<file path="src/rtl/pci_delayed_read.sv">
module pci_delayed_read #(
  parameter int DISCARD_CYCLES = 32768
) (
  input  logic        clk,
  input  logic        rst_n,
  input  logic        dr_bypass,
  input  logic [7:0]  cls,
  input  logic        req_valid,
  input  logic [31:0] req_addr,
  input  logic [3:0]  req_cmd,
  input  logic [4:0]  req_words,
  output logic        rsp_valid,
  output logic [1:0]  rsp_kind,
  output logic        dat_valid,
  output logic [31:0] dat_data,
  output logic        ib_req,
  output logic [31:0] ib_addr,
  output logic [4:0]  ib_len,
  input  logic        ib_rvalid,
  input  logic [31:0] ib_rdata,
  input  logic        ib_err,
  input  logic [1:0]  int_mask,
  input  logic        pci_mask,
  input  logic [2:0]  flag_clr,
  output logic        sts_discard,
  output logic        sts_ib_err,
  output logic        sts_pci_err,
  output logic        irq_int,
  output logic        irq_pci
);
  localparam int TW = $clog2(DISCARD_CYCLES + 1);
  localparam logic [TW-1:0] TLAST = TW'(DISCARD_CYCLES - 1);
  localparam logic [3:0] C_MR = 4'h6, C_MRL = 4'hE, C_MRM = 4'hC;
  localparam logic [1:0] K_RETRY = 2'd0, K_DONE = 2'd1, K_DISC = 2'd2, K_ABORT = 2'd3;

  typedef enum logic [2:0] {S_IDLE, S_FETCH, S_READY, S_SERVE, S_ERR} state_t;
  state_t st;

  logic [29:0] cap_addr;
  logic [3:0]  cap_cmd;
  logic [4:0]  len_q, n_q;
  logic [3:0]  cnt, idx;
  logic        disc_q;
  logic [TW-1:0] tmr;
  logic [2:0]  flags;
  logic [31:0] buf_q [16];
  logic        rsp_v;
  logic [1:0]  rsp_k;
  logic        ib_req_q;

  wire is_rd  = req_cmd == C_MR || req_cmd == C_MRL || req_cmd == C_MRM;
  wire rd     = req_valid && is_rd;
  wire hit    = req_addr[31:2] == cap_addr && req_cmd == cap_cmd;
  wire cls_ok = cls != 8'd0 && cls <= 8'd16 && (cls & (cls - 8'd1)) == 8'd0;

  logic [4:0] base_len, to_bnd, new_len, w_eff;
  always_comb begin
    if (!cls_ok || req_cmd == C_MRM) base_len = 5'd16;
    else if (req_cmd == C_MRL)       base_len = cls[4:0];
    else                             base_len = 5'd1;
    to_bnd  = 5'd16 - {1'b0, req_addr[5:2]};
    new_len = base_len < to_bnd ? base_len : to_bnd;
    w_eff   = req_words == 5'd0 ? 5'd1 : req_words;
  end

  always_ff @(posedge clk) begin
    if (!rst_n) begin
      st <= S_IDLE;
      cap_addr <= '0; cap_cmd <= '0; len_q <= 5'd1; n_q <= 5'd1;
      cnt <= '0; idx <= '0; disc_q <= 1'b0; tmr <= '0;
      flags <= '0; rsp_v <= 1'b0; rsp_k <= K_RETRY; ib_req_q <= 1'b0;
    end else begin
      rsp_v    <= 1'b0;
      ib_req_q <= 1'b0;
      flags    <= flags & ~flag_clr;
      case (st)
        S_IDLE: if (rd && !dr_bypass) begin
          cap_addr <= req_addr[31:2];
          cap_cmd  <= req_cmd;
          len_q    <= new_len;
          cnt      <= '0;
          rsp_v    <= 1'b1; rsp_k <= K_RETRY;
          ib_req_q <= 1'b1;
          st       <= S_FETCH;
        end
        S_FETCH: begin
          if (rd) begin rsp_v <= 1'b1; rsp_k <= K_RETRY; end
          if (ib_err) begin
            flags[1] <= 1'b1;
            flags[2] <= 1'b1;
            st       <= S_ERR;
          end else if (ib_rvalid) begin
            cnt <= cnt + 4'd1;
            if ({1'b0, cnt} == len_q - 5'd1) begin
              tmr <= '0;
              st  <= S_READY;
            end
          end
        end
        S_READY: begin
          if (rd && hit) begin
            idx    <= '0;
            n_q    <= w_eff < len_q ? w_eff : len_q;
            disc_q <= w_eff > len_q;
            st     <= S_SERVE;
          end else begin
            if (rd) begin rsp_v <= 1'b1; rsp_k <= K_RETRY; end
            if (tmr == TLAST) begin
              flags[0] <= 1'b1;
              st       <= S_IDLE;
            end else tmr <= tmr + 1'b1;
          end
        end
        S_SERVE: begin
          if ({1'b0, idx} == n_q - 5'd1) begin
            rsp_v <= 1'b1;
            rsp_k <= disc_q ? K_DISC : K_DONE;
            st    <= S_IDLE;
          end else idx <= idx + 4'd1;
        end
        S_ERR: if (rd) begin
          rsp_v <= 1'b1;
          rsp_k <= hit ? K_ABORT : K_RETRY;
          if (hit) st <= S_IDLE;
        end
        default: st <= S_IDLE;
      endcase
    end
  end

  always_ff @(posedge clk)
    if (st == S_FETCH && ib_rvalid && !ib_err) buf_q[cnt] <= ib_rdata;

  assign rsp_valid   = rsp_v;
  assign rsp_kind    = rsp_k;
  assign dat_valid   = st == S_SERVE;
  assign dat_data    = buf_q[idx];
  assign ib_req      = ib_req_q;
  assign ib_addr     = {cap_addr, 2'b00};
  assign ib_len      = len_q;
  assign sts_discard = flags[0];
  assign sts_ib_err  = flags[1];
  assign sts_pci_err = flags[2];
  assign irq_int     = (flags[0] && !int_mask[0]) || (flags[1] && !int_mask[1]);
  assign irq_pci     = flags[2] && !pci_mask;
endmodule


</file>
<file path="config.mk">
export PLATFORM = sky130hd
export DESIGN_NAME = pci_delayed_read
export DESIGN_NICKNAME = d
export VERILOG_FILES = /design/src/rtl/pci_delayed_read.sv
export SDC_FILE = /design/constraint.sdc
export NUM_CORES = 1
export LEC_CHECK = 0
export BUFFER_PORTS_ARGS = -buffer_cell sky130_fd_sc_hd__buf_4
export CAP_MARGIN = 20
export CORE_UTILIZATION = 50
export DETAILED_ROUTE_END_ITERATION = 8
export PLACE_DENSITY_LB_ADDON = 0.05
export SKIP_CTS_REPAIR_TIMING = 1
export SYNTH_ARGS = -nofsm -noshare
export SYNTH_HDL_FRONTEND = slang
export SYNTH_SLANG_ARGS = --single-unit
</file>
<file path="constraint.sdc">
create_clock -name clk -period 11.1 [get_ports clk]
set_input_delay 0 -clock clk [delete_from_list [all_inputs] [get_ports clk]]
set_output_delay 0 -clock clk [all_outputs]
set_load 0.01 [all_outputs]
</file>
==> out/metrics.cfg <==
[power]
power_leakage_nw=9.24
power_frac_seq=0.527
p_sw_mw=0.929
pwr-share-clk=0.435
p_sw_frac=0.200
combPwrFrac=0.038
cellPowerDensity_mw_per_mm2=162
ir_drop_mv=0.120
p_int_mw=3.71

[floorplan]
dieArea_mm2=0.0483
row_count=79
io_pins=172
initial_core_util=0.508
die_height_um=220
core-area_mm2=0.0467
fp.dieW_um=220

[synth]
synth_ff_type=edfxtp_1
yosys_warnings=0
synth_area_leaders=edfxtp_1, mux4_2, dfxtp_1, nand2_1, xnor2_1
seq_area_frac_synth=0.719
syn_avg_cell_area_um2=18.5
synth_edf_count=512
ys_types=59
netlist.area_leader.share=0.649
syn_inst=1283
synth_area_mm2=0.0237
async_flop_share=0
yosysTopAreaCell=edfxtp_1
ys_ff_latch=595

[worst_setup_path]
slowest_stage=dfxtp_4
setup.worst_path.end_class=output pin
arrival_ps=3710
cp.required_ps=11100
rr_startpoint=st[1]
setup.worst_path.start_class=register
rr_worst_depth=6
crit_type=reg2out
cp_slowest_stage_delay_ps=940
crit_chain=buf_4 > mux4_2 > mux4_2 > buf_4
cp_max_fo=69

[layout]
layout-area-overhead-vs-synth_pct=20.7
insertedDiodeCount=0
nFillCells=3441
multiInputGateArea_mm2=0.00642
ff_latch_area_mm2=0.0170
layoutNonFillerInstCount=2217
fin_nets=1671
layout-drive-gt1-share=0.294

[placed_design]
port_buffers=167
hpwl_um=27200
dpl.cell_count=2017
pre_cts_ws_ps=7950
place.gp.congestion=0.762

[global_route]
grt_start_max_net_pins=110
grt_pass1_vias=12535
overflow=0
grt_antenna_before_repair=1
grt_first_pass_wirelength_um=77900
track_usage=0.223

[clocking]
clockBufferDepth=3
clock_sinks=595
cts_made_buffers=61
path_clk_slew_ps=60
insertion_delay_ps=610
root_buffer=clkbuf_16
cts_tree=built
ctsHtreeMaxLevel=2

[drt]
first_iter_violations=1015
vias=12659
post_drt_wl_per_cell_um=23.9
antenna_left=0
wl_um=53000
viasPerCell=5.71
drcViolationCount=7
drtPass1Iterations=7

[status]
violations=design-rule violations
status=finished with violations

[sta]
finalCritPeriodShare=0.334
setup_slack_ps=7390
period_minus_slack_ps=3710
fmax_mhz=270
worst_slew_pin_slew_ps=1090
drv_slew=0
setup_viol=0
rsz0062_at_grt=false
maxSlewHeadroom=0.274
finalClockSkew_ps=13.7
fin_setup_tns_ps=0
finalHoldViolCount=0

[hold_path]
hold_class=in2reg
min-delay-start=cls[6]
hold_depth=5

[run]
cap_violations=0

-- logic make-up (layout without fill, tap and decap cells) --
family,count (synthesis),in the layout,share of synthesized area
compound gates,121,121,0.0299
simple gates,240,240,0.0489
other cells,1,2,0.000158
xor+xnor,49,49,0.0181
fa+ha+maj,18,18,0.00951
buf+inv,83,409,0.0150
flops,595,595,0.719
mux,176,176,0.159
-- synth_stat cells, types with 5 or more instances --
| cell type | instances |
|---|---|
| dfxtp_1 | 83 |
| clkbuf_1 | 39 |
| buf_2 | 8 |
| inv_1 | 19 |
| edfxtp_1 | 512 |
| nand4_1 | 13 |
| a21oi_1 | 66 |
| mux2_2 | 6 |
| o21ai_0 | 19 |
| mux4_2 | 160 |
| o31ai_1 | 8 |
| or3_1 | 7 |
| and2_1 | 5 |
| or4_1 | 8 |
| ha_1 | 18 |
| nand3_1 | 13 |
| nand3b_1 | 5 |
| nor3_1 | 13 |
| nand2_1 | 100 |
| buf_1 | 10 |
| xor2_1 | 11 |
| and3_1 | 5 |
| nor2_1 | 44 |
| mux2i_1 | 10 |
| nand2b_1 | 10 |
| xnor2_1 | 38 |
-- layer usage --
metal | vias to the layer above | GRT usage | part of all wire
met2 | 316 | 0.371 | 0.51
met5 | - | 0 | 0
li1 | 5709 | - | -
met3 | 84 | 0.0409 | 0.050
met4 | 0 | 0.0609 | 0.021
met1 | 6550 | 0.303 | 0.42
-- worst paths after layout --
path / end / slack (ps)
setup reg to reg: buf_q[8][19] / 7960
hold reg to reg: cap_cmd[1] / 470
setup / recovery: dat_data[3] / 7390
hold / removal: ib_len[0] / 20
-- sequential cells by signal (all words and copies together) (netlist names), 3 cells and up, named ones only --
| name | cells |
|---|---|
| cap_cmd | 4 |
| ib_len | 5 |
| cnt | 4 |
| idx | 4 |
| buf_q | 512 |
| tmr | 16 |
| cap_addr | 30 |
| flags | 3 |
| n_q | 5 |
| st | 3 |
-- area by class of cell --
class | instances | area share
timing repair buffer | 276 | 0.0807
clock buffer | 80 | 0.0598
inverter | 20 | 0.00262
tap | 607 | 0.0266
sequential | 595 | 0.596
clock inverter | 33 | 0.0101
multi-input combinational | 606 | 0.224
-- power by group through the flow --
stage | Sequential, mW | Combinational (mW) | Clock, mW
after floorplan | 2.49 | 0.0698 | 0
after global placement | 2.49 | 0.147 | 0
after detailed placement | 2.49 | 0.152 | 0
after CTS | 2.44 | 0.152 | 2.06
after global routing | 2.44 | 0.193 | 2.15
final | 2.44 | 0.176 | 2.02
-- critical path: cells and delay by family (launching register included) --
| kind | cells | cell delay (ps) |
|---|---|---|
| flip-flops | 1 | 940 |
| multiplexers | 2 | 980 |
| buffers and inverters | 2 | 1110 |
-- metrics by stage --
step	utilization	hold WS (ps)	area (um^2)	total power, mW
CTS	0.594	-390	27700	4.66
global placement	0.551	237	25700	2.64
global route	0.613	99.2	28600	4.78
finish	0.613	22.9	28600	4.64
detailed placement	0.551	237	25700	2.64
floorplan	-	46.4	23700	2.56
-- cell usage in the layout (no fill, tap or decap), drive strengths merged, types with 18 or more instances in the layout --
cell / n
edfxtp: 512
buf: 190
mux4: 160
nand2: 100
dlygate4sd3: 86
dfxtp: 83
clkbuf: 80
a21oi: 66
nor2: 44
xnor2: 38
clkinv: 26
inv: 20
o21ai: 20
ha: 18
(Power assumes the default switching activity.)
